==> src/rtl/vlo_pkg.sv <==
package vlo_pkg;
   typedef enum logic [2:0] {
      VLO_NONE     = 3'd0,
      VLO_LOOP_IMM = 3'd1,
      VLO_LOOP_REG = 3'd2,
      VLO_ONEOFF   = 3'd3,
      VLO_MVL_ONLY = 3'd4
   } vlo_mode_e;

   localparam int unsigned FIELD_W = 12;
   localparam int unsigned IMM_W   = 5;
   localparam int unsigned IDX_W   = 5;
endpackage

==> src/rtl/vlo_decode.sv <==
module vlo_decode
   import vlo_pkg::*;
(
   input  logic [FIELD_W-1:0] field,
   output vlo_mode_e          mode,
   output logic [IMM_W-1:0]   imm,
   output logic [IDX_W-1:0]   dst_idx,
   output logic               bad_src
);
   always_comb begin
      imm     = field[5:1];
      dst_idx = field[10:6];
      if (field == '0)
         mode = VLO_NONE;
      else if (!field[11])
         mode = field[0] ? VLO_LOOP_REG : VLO_LOOP_IMM;
      else
         mode = field[0] ? VLO_MVL_ONLY : VLO_ONEOFF;
      bad_src = (mode == VLO_LOOP_REG) && (field[5:1] == '0);
   end
endmodule

==> src/rtl/vlo_next_len.sv <==
module vlo_next_len
   import vlo_pkg::*;
#(
   parameter int unsigned LEN_W     = 6,
   parameter int unsigned XLEN      = 64,
   parameter bit          CLAMP_REG = 1'b1
) (
   input  vlo_mode_e        mode,
   input  logic [IMM_W-1:0] imm,
   input  logic [XLEN-1:0]  reg_val,
   input  logic [LEN_W-1:0] cur_vl,
   input  logic [LEN_W-1:0] cur_mvl,
   output logic [LEN_W-1:0] nxt_vl,
   output logic [LEN_W-1:0] nxt_mvl
);
   logic [LEN_W-1:0] imm_p1;
   logic [LEN_W-1:0] reg_len;

   assign imm_p1 = LEN_W'(imm) + LEN_W'(1);

   generate
      if (CLAMP_REG) begin : g_clamp
         assign reg_len = (reg_val > XLEN'(cur_mvl)) ? cur_mvl
                                                     : reg_val[LEN_W-1:0];
      end else begin : g_trunc
         assign reg_len = reg_val[LEN_W-1:0];
      end
   endgenerate

   always_comb begin
      nxt_vl  = cur_vl;
      nxt_mvl = cur_mvl;
      unique case (mode)
         VLO_LOOP_IMM: nxt_vl = imm_p1;
         VLO_LOOP_REG: nxt_vl = reg_len;
         VLO_ONEOFF: begin
            nxt_vl  = imm_p1;
            nxt_mvl = imm_p1;
         end
         VLO_MVL_ONLY: begin
            nxt_mvl = imm_p1;
            nxt_vl  = (cur_vl > imm_p1) ? imm_p1 : cur_vl;
         end
         default: ;
      endcase
   end
endmodule

==> src/rtl/vlen_override_unit.sv <==
module vlen_override_unit
   import vlo_pkg::*;
#(
   parameter int unsigned LEN_W     = 6,
   parameter int unsigned XLEN      = 64,
   parameter bit          CLAMP_REG = 1'b1
) (
   input  logic                 clk,
   input  logic                 rst_n,
   input  logic                 ovr_valid,
   input  logic [FIELD_W-1:0]   ovr_field,
   output logic [IDX_W-1:0]     rf_rd_idx,
   input  logic [XLEN-1:0]      rf_rd_data,
   output logic [LEN_W-1:0]     vl,
   output logic [LEN_W-1:0]     mvl,
   output logic [2*LEN_W-1:0]   len_state,
   output logic                 wb_valid,
   output logic [IDX_W-1:0]     wb_idx,
   output logic [XLEN-1:0]      wb_data,
   output logic                 illegal
);
   localparam logic [LEN_W-1:0] RST_LEN = LEN_W'(1);

   generate
      if (LEN_W < IMM_W + 1) begin : g_bad_len
         $error("LEN_W must hold the largest immediate plus one");
      end
      if (XLEN < LEN_W) begin : g_bad_xlen
         $error("XLEN must be at least LEN_W");
      end
   endgenerate

   vlo_mode_e        mode;
   logic [IMM_W-1:0] imm;
   logic [IDX_W-1:0] dst_idx;
   logic             bad_src;
   logic [LEN_W-1:0] vl_q, mvl_q, nxt_vl, nxt_mvl;
   logic             take;

   vlo_decode u_dec (
      .field   (ovr_field),
      .mode    (mode),
      .imm     (imm),
      .dst_idx (dst_idx),
      .bad_src (bad_src)
   );

   vlo_next_len #(.LEN_W(LEN_W), .XLEN(XLEN), .CLAMP_REG(CLAMP_REG)) u_nxt (
      .mode    (mode),
      .imm     (imm),
      .reg_val (rf_rd_data),
      .cur_vl  (vl_q),
      .cur_mvl (mvl_q),
      .nxt_vl  (nxt_vl),
      .nxt_mvl (nxt_mvl)
   );

   assign rf_rd_idx = imm;
   assign take      = ovr_valid && (mode != VLO_NONE) && !bad_src;

   always_ff @(posedge clk) begin
      if (!rst_n) begin
         vl_q     <= RST_LEN;
         mvl_q    <= RST_LEN;
         wb_valid <= 1'b0;
         wb_idx   <= '0;
         wb_data  <= '0;
         illegal  <= 1'b0;
      end else begin
         illegal  <= ovr_valid && bad_src;
         wb_valid <= take && (dst_idx != '0);
         if (take) begin
            vl_q    <= nxt_vl;
            mvl_q   <= nxt_mvl;
            wb_idx  <= dst_idx;
            wb_data <= XLEN'(nxt_vl);
         end
      end
   end

   assign vl        = vl_q;
   assign mvl       = mvl_q;
   assign len_state = {vl_q, mvl_q};
endmodule

==> config.mk <==
export PLATFORM = sky130hd
export DESIGN_NAME = vlen_override_unit
export DESIGN_NICKNAME = d
export VERILOG_FILES = /design/src/rtl/vlo_pkg.sv /design/src/rtl/vlo_decode.sv /design/src/rtl/vlo_next_len.sv /design/src/rtl/vlen_override_unit.sv
export SDC_FILE = /design/constraint.sdc
export NUM_CORES = 1
export LEC_CHECK = 0
export BUFFER_PORTS_ARGS = -buffer_cell sky130_fd_sc_hd__clkbuf_2
export CAP_MARGIN = 20
export CORE_UTILIZATION = 43
export CTS_BUF_LIST = sky130_fd_sc_hd__clkbuf_8
export CTS_CLUSTER_DIAMETER = 150
export DETAILED_ROUTE_END_ITERATION = 10
export GPL_TIMING_DRIVEN = 0
export PLACE_DENSITY = 0.93
export SLEW_MARGIN = 20
export SYNTH_ARGS = -nofsm -noshare
export SYNTH_HDL_FRONTEND = slang
export SYNTH_SLANG_ARGS = --single-unit
==> constraint.sdc <==
create_clock -name clk -period 5.8 [get_ports clk]
set_clock_uncertainty 0.2 [all_clocks]
set_input_delay 1.16 -clock clk [delete_from_list [all_inputs] [get_ports clk]]
set_output_delay 1.16 -clock clk [all_outputs]
set_load 0.02 [all_outputs]
# --- Yosys cells after proc, flatten, opt, wreduce, memory -nomap -nowiden ---
# Index checks and enable logic that the tools add are counted.
word_totals:
  inputBits: 79
  output_inout_bits: 100
  wordCells: 33
  register_bits: 25
op_classes:
  n_lt_le_gt_ge: 2
  reduce_logical: 13
  muxes: 7
  add_sub_neg: 1
  n_eq_ne: 4
op_table:
  columns: ["op", "count"]
  rows:
  - ["$gt 64x6->1", 1]
  - ["$pmux 6 s3", 1]
  - ["$logic_not 12->1", 1]
  - ["$mux 6", 2]
  - ["$mux 3", 3]
  - ["$add 5x1->6 const B", 1]
  - ["$eq 3x2->1 const B", 2]
  - ["$gt 6x6->1", 1]
  - ["$logic_and 1x1->1", 5]
  - ["$logic_not 5->1", 1]
  - ["$reduce_bool 5->1", 1]
  - ["$reduce_or 2->1", 2]
  - ["$eq 3x1->1 const B", 1]
  - ["$eq 3x3->1 const B", 1]
  - ["$reduce_bool 3->1", 1]
  - ["$mux 2", 1]
  - ["$reduce_and 2->1", 1]
  - ["$logic_not 1->1", 1]

# --- Logic depth before layout (Yosys ltp) ---
logic_depth:
  ltp_word: 8
  mapped_depth: 10
  depth_no_buf: 10

# --- Modules after synthesis ---
# From an unflattened synthesis, not the netlist that was laid out.
unflattened:
  hier_cells: 295
  hier_area_um2: 2293.4
by_module_without_submodules:
  columns: ["module", "area_each_um2", "n_inst", "seq_area_each_um2", "cells_per_inst"]
  rows:
  - ["vlen_override_unit", 1355.0, 1, 400.4, 166]
  - ["vlo_next_len", 762.0, 1, 0.0, 107]
  - ["vlo_decode", 176.4, 1, 0.0, 22]

# --- Least setup slack after synthesis ---
# OpenSTA, ideal clock, no wires.
synth_path:
  path_type: "input -> register"
  startpoint: "in ovr_field[1]"
  endpoint: "reg vl_q[0] (netlist: vl[0])"
  stages: 10
  arrival_ps: 2966
  n_path_buf: 0
  t_required_ps: 5466
  setup_slack_ps: 2501
  setup_ps: 134
  cell_sequence: "ha_1 -> nand3_1 -> xor2_1 -> ha_1 -> nand3_1 -> a21o_1 -> a211oi_1 -> nor3_1 -> nor4b_1 -> a31oi_1"
synth_via:
  elab_chain_len: 6
  elab_cells_between_ends: 17
  cone_classes: "add/sub (1); order compare (1); eq/ne (4); mux (3); reduce/logical (8)"
synth_rtl:
  columns: ["element", "line_no", "source"]
  rows:
  - ["from (decl)", "vlen_override_unit.sv:11", "input logic [FIELD_W-1:0] ovr_field,"]
  - ["parallel branches: the longest is 6 deep, another holds $add 5x1->6", null, null]
  - ["to (signal assigned)", "vlen_override_unit.sv:73", "vl_q <= nxt_vl;"]
  - ["to (decl)", "vlen_override_unit.sv:37", "logic [LEN_W-1:0] vl_q, mvl_q, nxt_vl, nxt_mvl;"]
# Parallel ways; which one is timed is not known.
# A chain may end at the register's enable or synchronous reset.

# --- Worst setup path in the final report ---
# Same ends and word-level chain as after synthesis.

==> summary.md <==
## Route
- 4.441 — vias per cell
- 81 — number of DRC markers after the initial detailed-route iteration
- 5435 um — Routed WL
- 0 — Antenna Violating Nets Remaining
- 11.09 um — mean routed wirelength per cell
- 4 — first drt pass iteration count
- 2176 — number of vias after detailed routing
- 0 — count of unresolved DRC violations after routing

## Synthesis
- 259 — gate count of the mapped netlist
- sky130_fd_sc_hd__buf_4 — library cell occupying the most area in the post-synthesis netlist
- 28.83% — fraction of post-synthesis cell area in the top cell type by area
- 0 — number of warning messages in the yosys log
- 0% — Synth async-reset ratio
- sky130_fd_sc_hd__dfxtp_1 — most used flip-flop cell after synthesis
- 44 — number of distinct library cells after synthesis
- 19.22% — sequential cell area fraction in the yosys report
- sky130_fd_sc_hd__buf_4, sky130_fd_sc_hd__dfxtp_1, sky130_fd_sc_hd__ha_1 — cells taking the most area after synthesis
- 20 — Seq cells post-synth
- 0 — number of synthesized flops with an enable pin
- 8.043 um^2 — Syn Area/Cell
- 2083 um^2 — Syn Std Cell Area

## Cells and area
- 66.58% — Core Util, Final
- 43.96% — area delta synth->final
- 490 — post-route insts no fill
- 409 — total of fill cells in the finished design
- 0 — number of diodes added for antenna fixing
- 48.40% — layout cells sized above 1
- 400.4 um^2 — register area
- sky130_fd_sc_hd__clkbuf_2 — commonest non-fill, non-tap cell in the layout
- 534 — fin nets
- sky130_fd_sc_hd__clkbuf_2, sky130_fd_sc_hd__buf_4, sky130_fd_sc_hd__conb_1, sky130_fd_sc_hd__dfxtp_1 — commonest cells after routing, fill and taps aside
- 1229 um^2 — multi-input logic area

## Timing
- 0 ns — final setup TNS
- 55.71% — Slew HR
- 3.485 ns — fin crit period
- 60.08% — crit share post-route
- 0 — Final Slew Violations
- 0 — hold violation count in the final report
- false — setup repair after global routing missed its margin
- 2.315 ns — fin worst setup slack
- 0.2870 GHz — fmax
- 0.6603 ns — actual transition at the worst max-transition pin
- 0 — Finish-stage setup viols

## Clock network
- 20 — Clock Sink Count
- 0 — Post-CTS Setup Inserts
- sky130_fd_sc_hd__clkbuf_8 — library cell used as clock root buffer
- 0.26 ns — clock insertion delay at the later pin of the skew report
- 1 — # H-tree levels
- 0 — # resized after CTS
- 3 — number of clock buffers inserted by TritonCTS
- 2 — maximum root-to-sink buffer count
- 0 — CTS Hold Bufs
- 0.06 ns — clock-pin slew reported for the worst setup and hold paths after clock tree synthesis
- yes — clock tree from TritonCTS

## Die
- 5127 um^2 — die area
- 179 — number of top-level pins
- 71.61 um — horizontal extent of the die
- 24 — row cnt
- 71.61 um — height of the chip
- 4504 um^2 — placeable core area
- 46.25% — Initial Utilization

## Power
- 146.0 nW/um^2 — power per standard cell area
- 1.735 nW — leakage power
- 0.0004378 W — Tot Pwr
- 0.0001859 V — maximum vdd ir drop

## GRT
- 11 — pin count of the biggest net entering global routing
- 1866 — via count of the first global-routing pass
- 25.97% — global-route track usage on met1
- 0 — total gr overflow
- 20.20% — Overall Global Routing Usage
- 34.91% — met2 usage in global routing
- 0 — number of antenna violations at the first check in global routing
- met2 — most heavily used metal layer in global routing
- 3.376% — met3 track utilization from global routing
- 8342 um — global-route wire length before repair

## Worst setup path
- flip-flop — type of element capturing the critical path
- input pin — Worst Setup Start Kind
- in -> reg — worst setup path category
- 7 — CP max FO
- 5.73 ns — Worst EP required
- 3.41 ns — Arrival @ worst endpoint
- 3.28 ns — slack of the worst reg-to-reg path

## Placed design
- 487 — placed cell count
- 119 — count of buffers from port buffering
- 4806 um — placed wire-length estimate
- 2.068 ns — Worst Setup Slack post-DPL
- 0.8784 — routability congestion estimate

## Min path
- reg -> reg — worst min-delay path category

## Job
- 0 — max capacitance violation total

## Outcome
- completed — outcome

-- routing by layer --
layer / vias to the layer above / share of wire (%)
met5: - / 0
met4: 0 / 0.90
met3: 4 / 7.7
met2: 102 / 50
met1: 934 / 42
li1: 1136 / -
-- final cells by class --
type,instances,share of cell area (%)
Clock buffer,3,1.377
Multi-Input combinational cell,200,40.97
Tap cell,52,2.169
Inverter,12,1.502
Timing Repair Buffer,119,19.86
Buffer,84,20.78
Sequential cell,20,13.35
-- Yosys cell counts (all sizes together), types with 7 or more instances --
cell,number
buf,81
dfxtp,20
nor2,16
nor4,16
ha,15
nand2,14
inv,12
mux2i,10
a21oi,7
nand3,7
nor3,7
o21ai,7
-- worst paths after layout --
path | start | endpoint | depth (start not counted)
min | wb_idx[2] | wb_idx[2] | 2
max reg2reg | mvl[3] | vl[0] | 8
max | ovr_field[1] | vl[0] | 11
min reg2reg | wb_idx[2] | wb_idx[2] | 2
-- cell families after synthesis --
group / Yosys count / synth area share (%)
simple gates: 79 / 21.32
fa+ha+maj: 15 / 9.009
buf+inv: 96 / 32.07
flops: 20 / 19.22
mux: 13 / 6.607
xor+xnor: 3 / 1.261
compound gates: 32 / 10.33
other cells: 1 / 0.1800
-- worst max-delay path, cell delays in order --
cell and delay, ns:
sky130_fd_sc_hd__clkbuf_2 0.16, sky130_fd_sc_hd__ha_1 0.21, sky130_fd_sc_hd__nand3_1 0.11, sky130_fd_sc_hd__xor2_1 0.19, sky130_fd_sc_hd__ha_1 0.32, sky130_fd_sc_hd__nand3_1 0.09
sky130_fd_sc_hd__a21o_1 0.18, sky130_fd_sc_hd__a211oi_1 0.40, sky130_fd_sc_hd__nor3_1 0.11, sky130_fd_sc_hd__nor4b_1 0.36, sky130_fd_sc_hd__a31oi_1 0.13
-- report_power, final --
part / internal [W] / leakage, nW / total, W / switching [W]
logic: 0.0000876 / 1.55 / 0.000197 / 0.000110
registers: 0.000145 / 0.164 / 0.000152 / 0.00000751
clock network: 0.0000463 / 0.0216 / 0.0000881 / 0.0000418
-- through the flow --
step                hold slack, ns  cell area (um^2)
finish                      0.3074              2999
global route                0.3504              2999
CTS                         0.3109              2999
detailed placement          0.2897              2958
global placement            0.2765              2958
floorplan                   0.3833              2297
(Power assumes the default switching activity.)
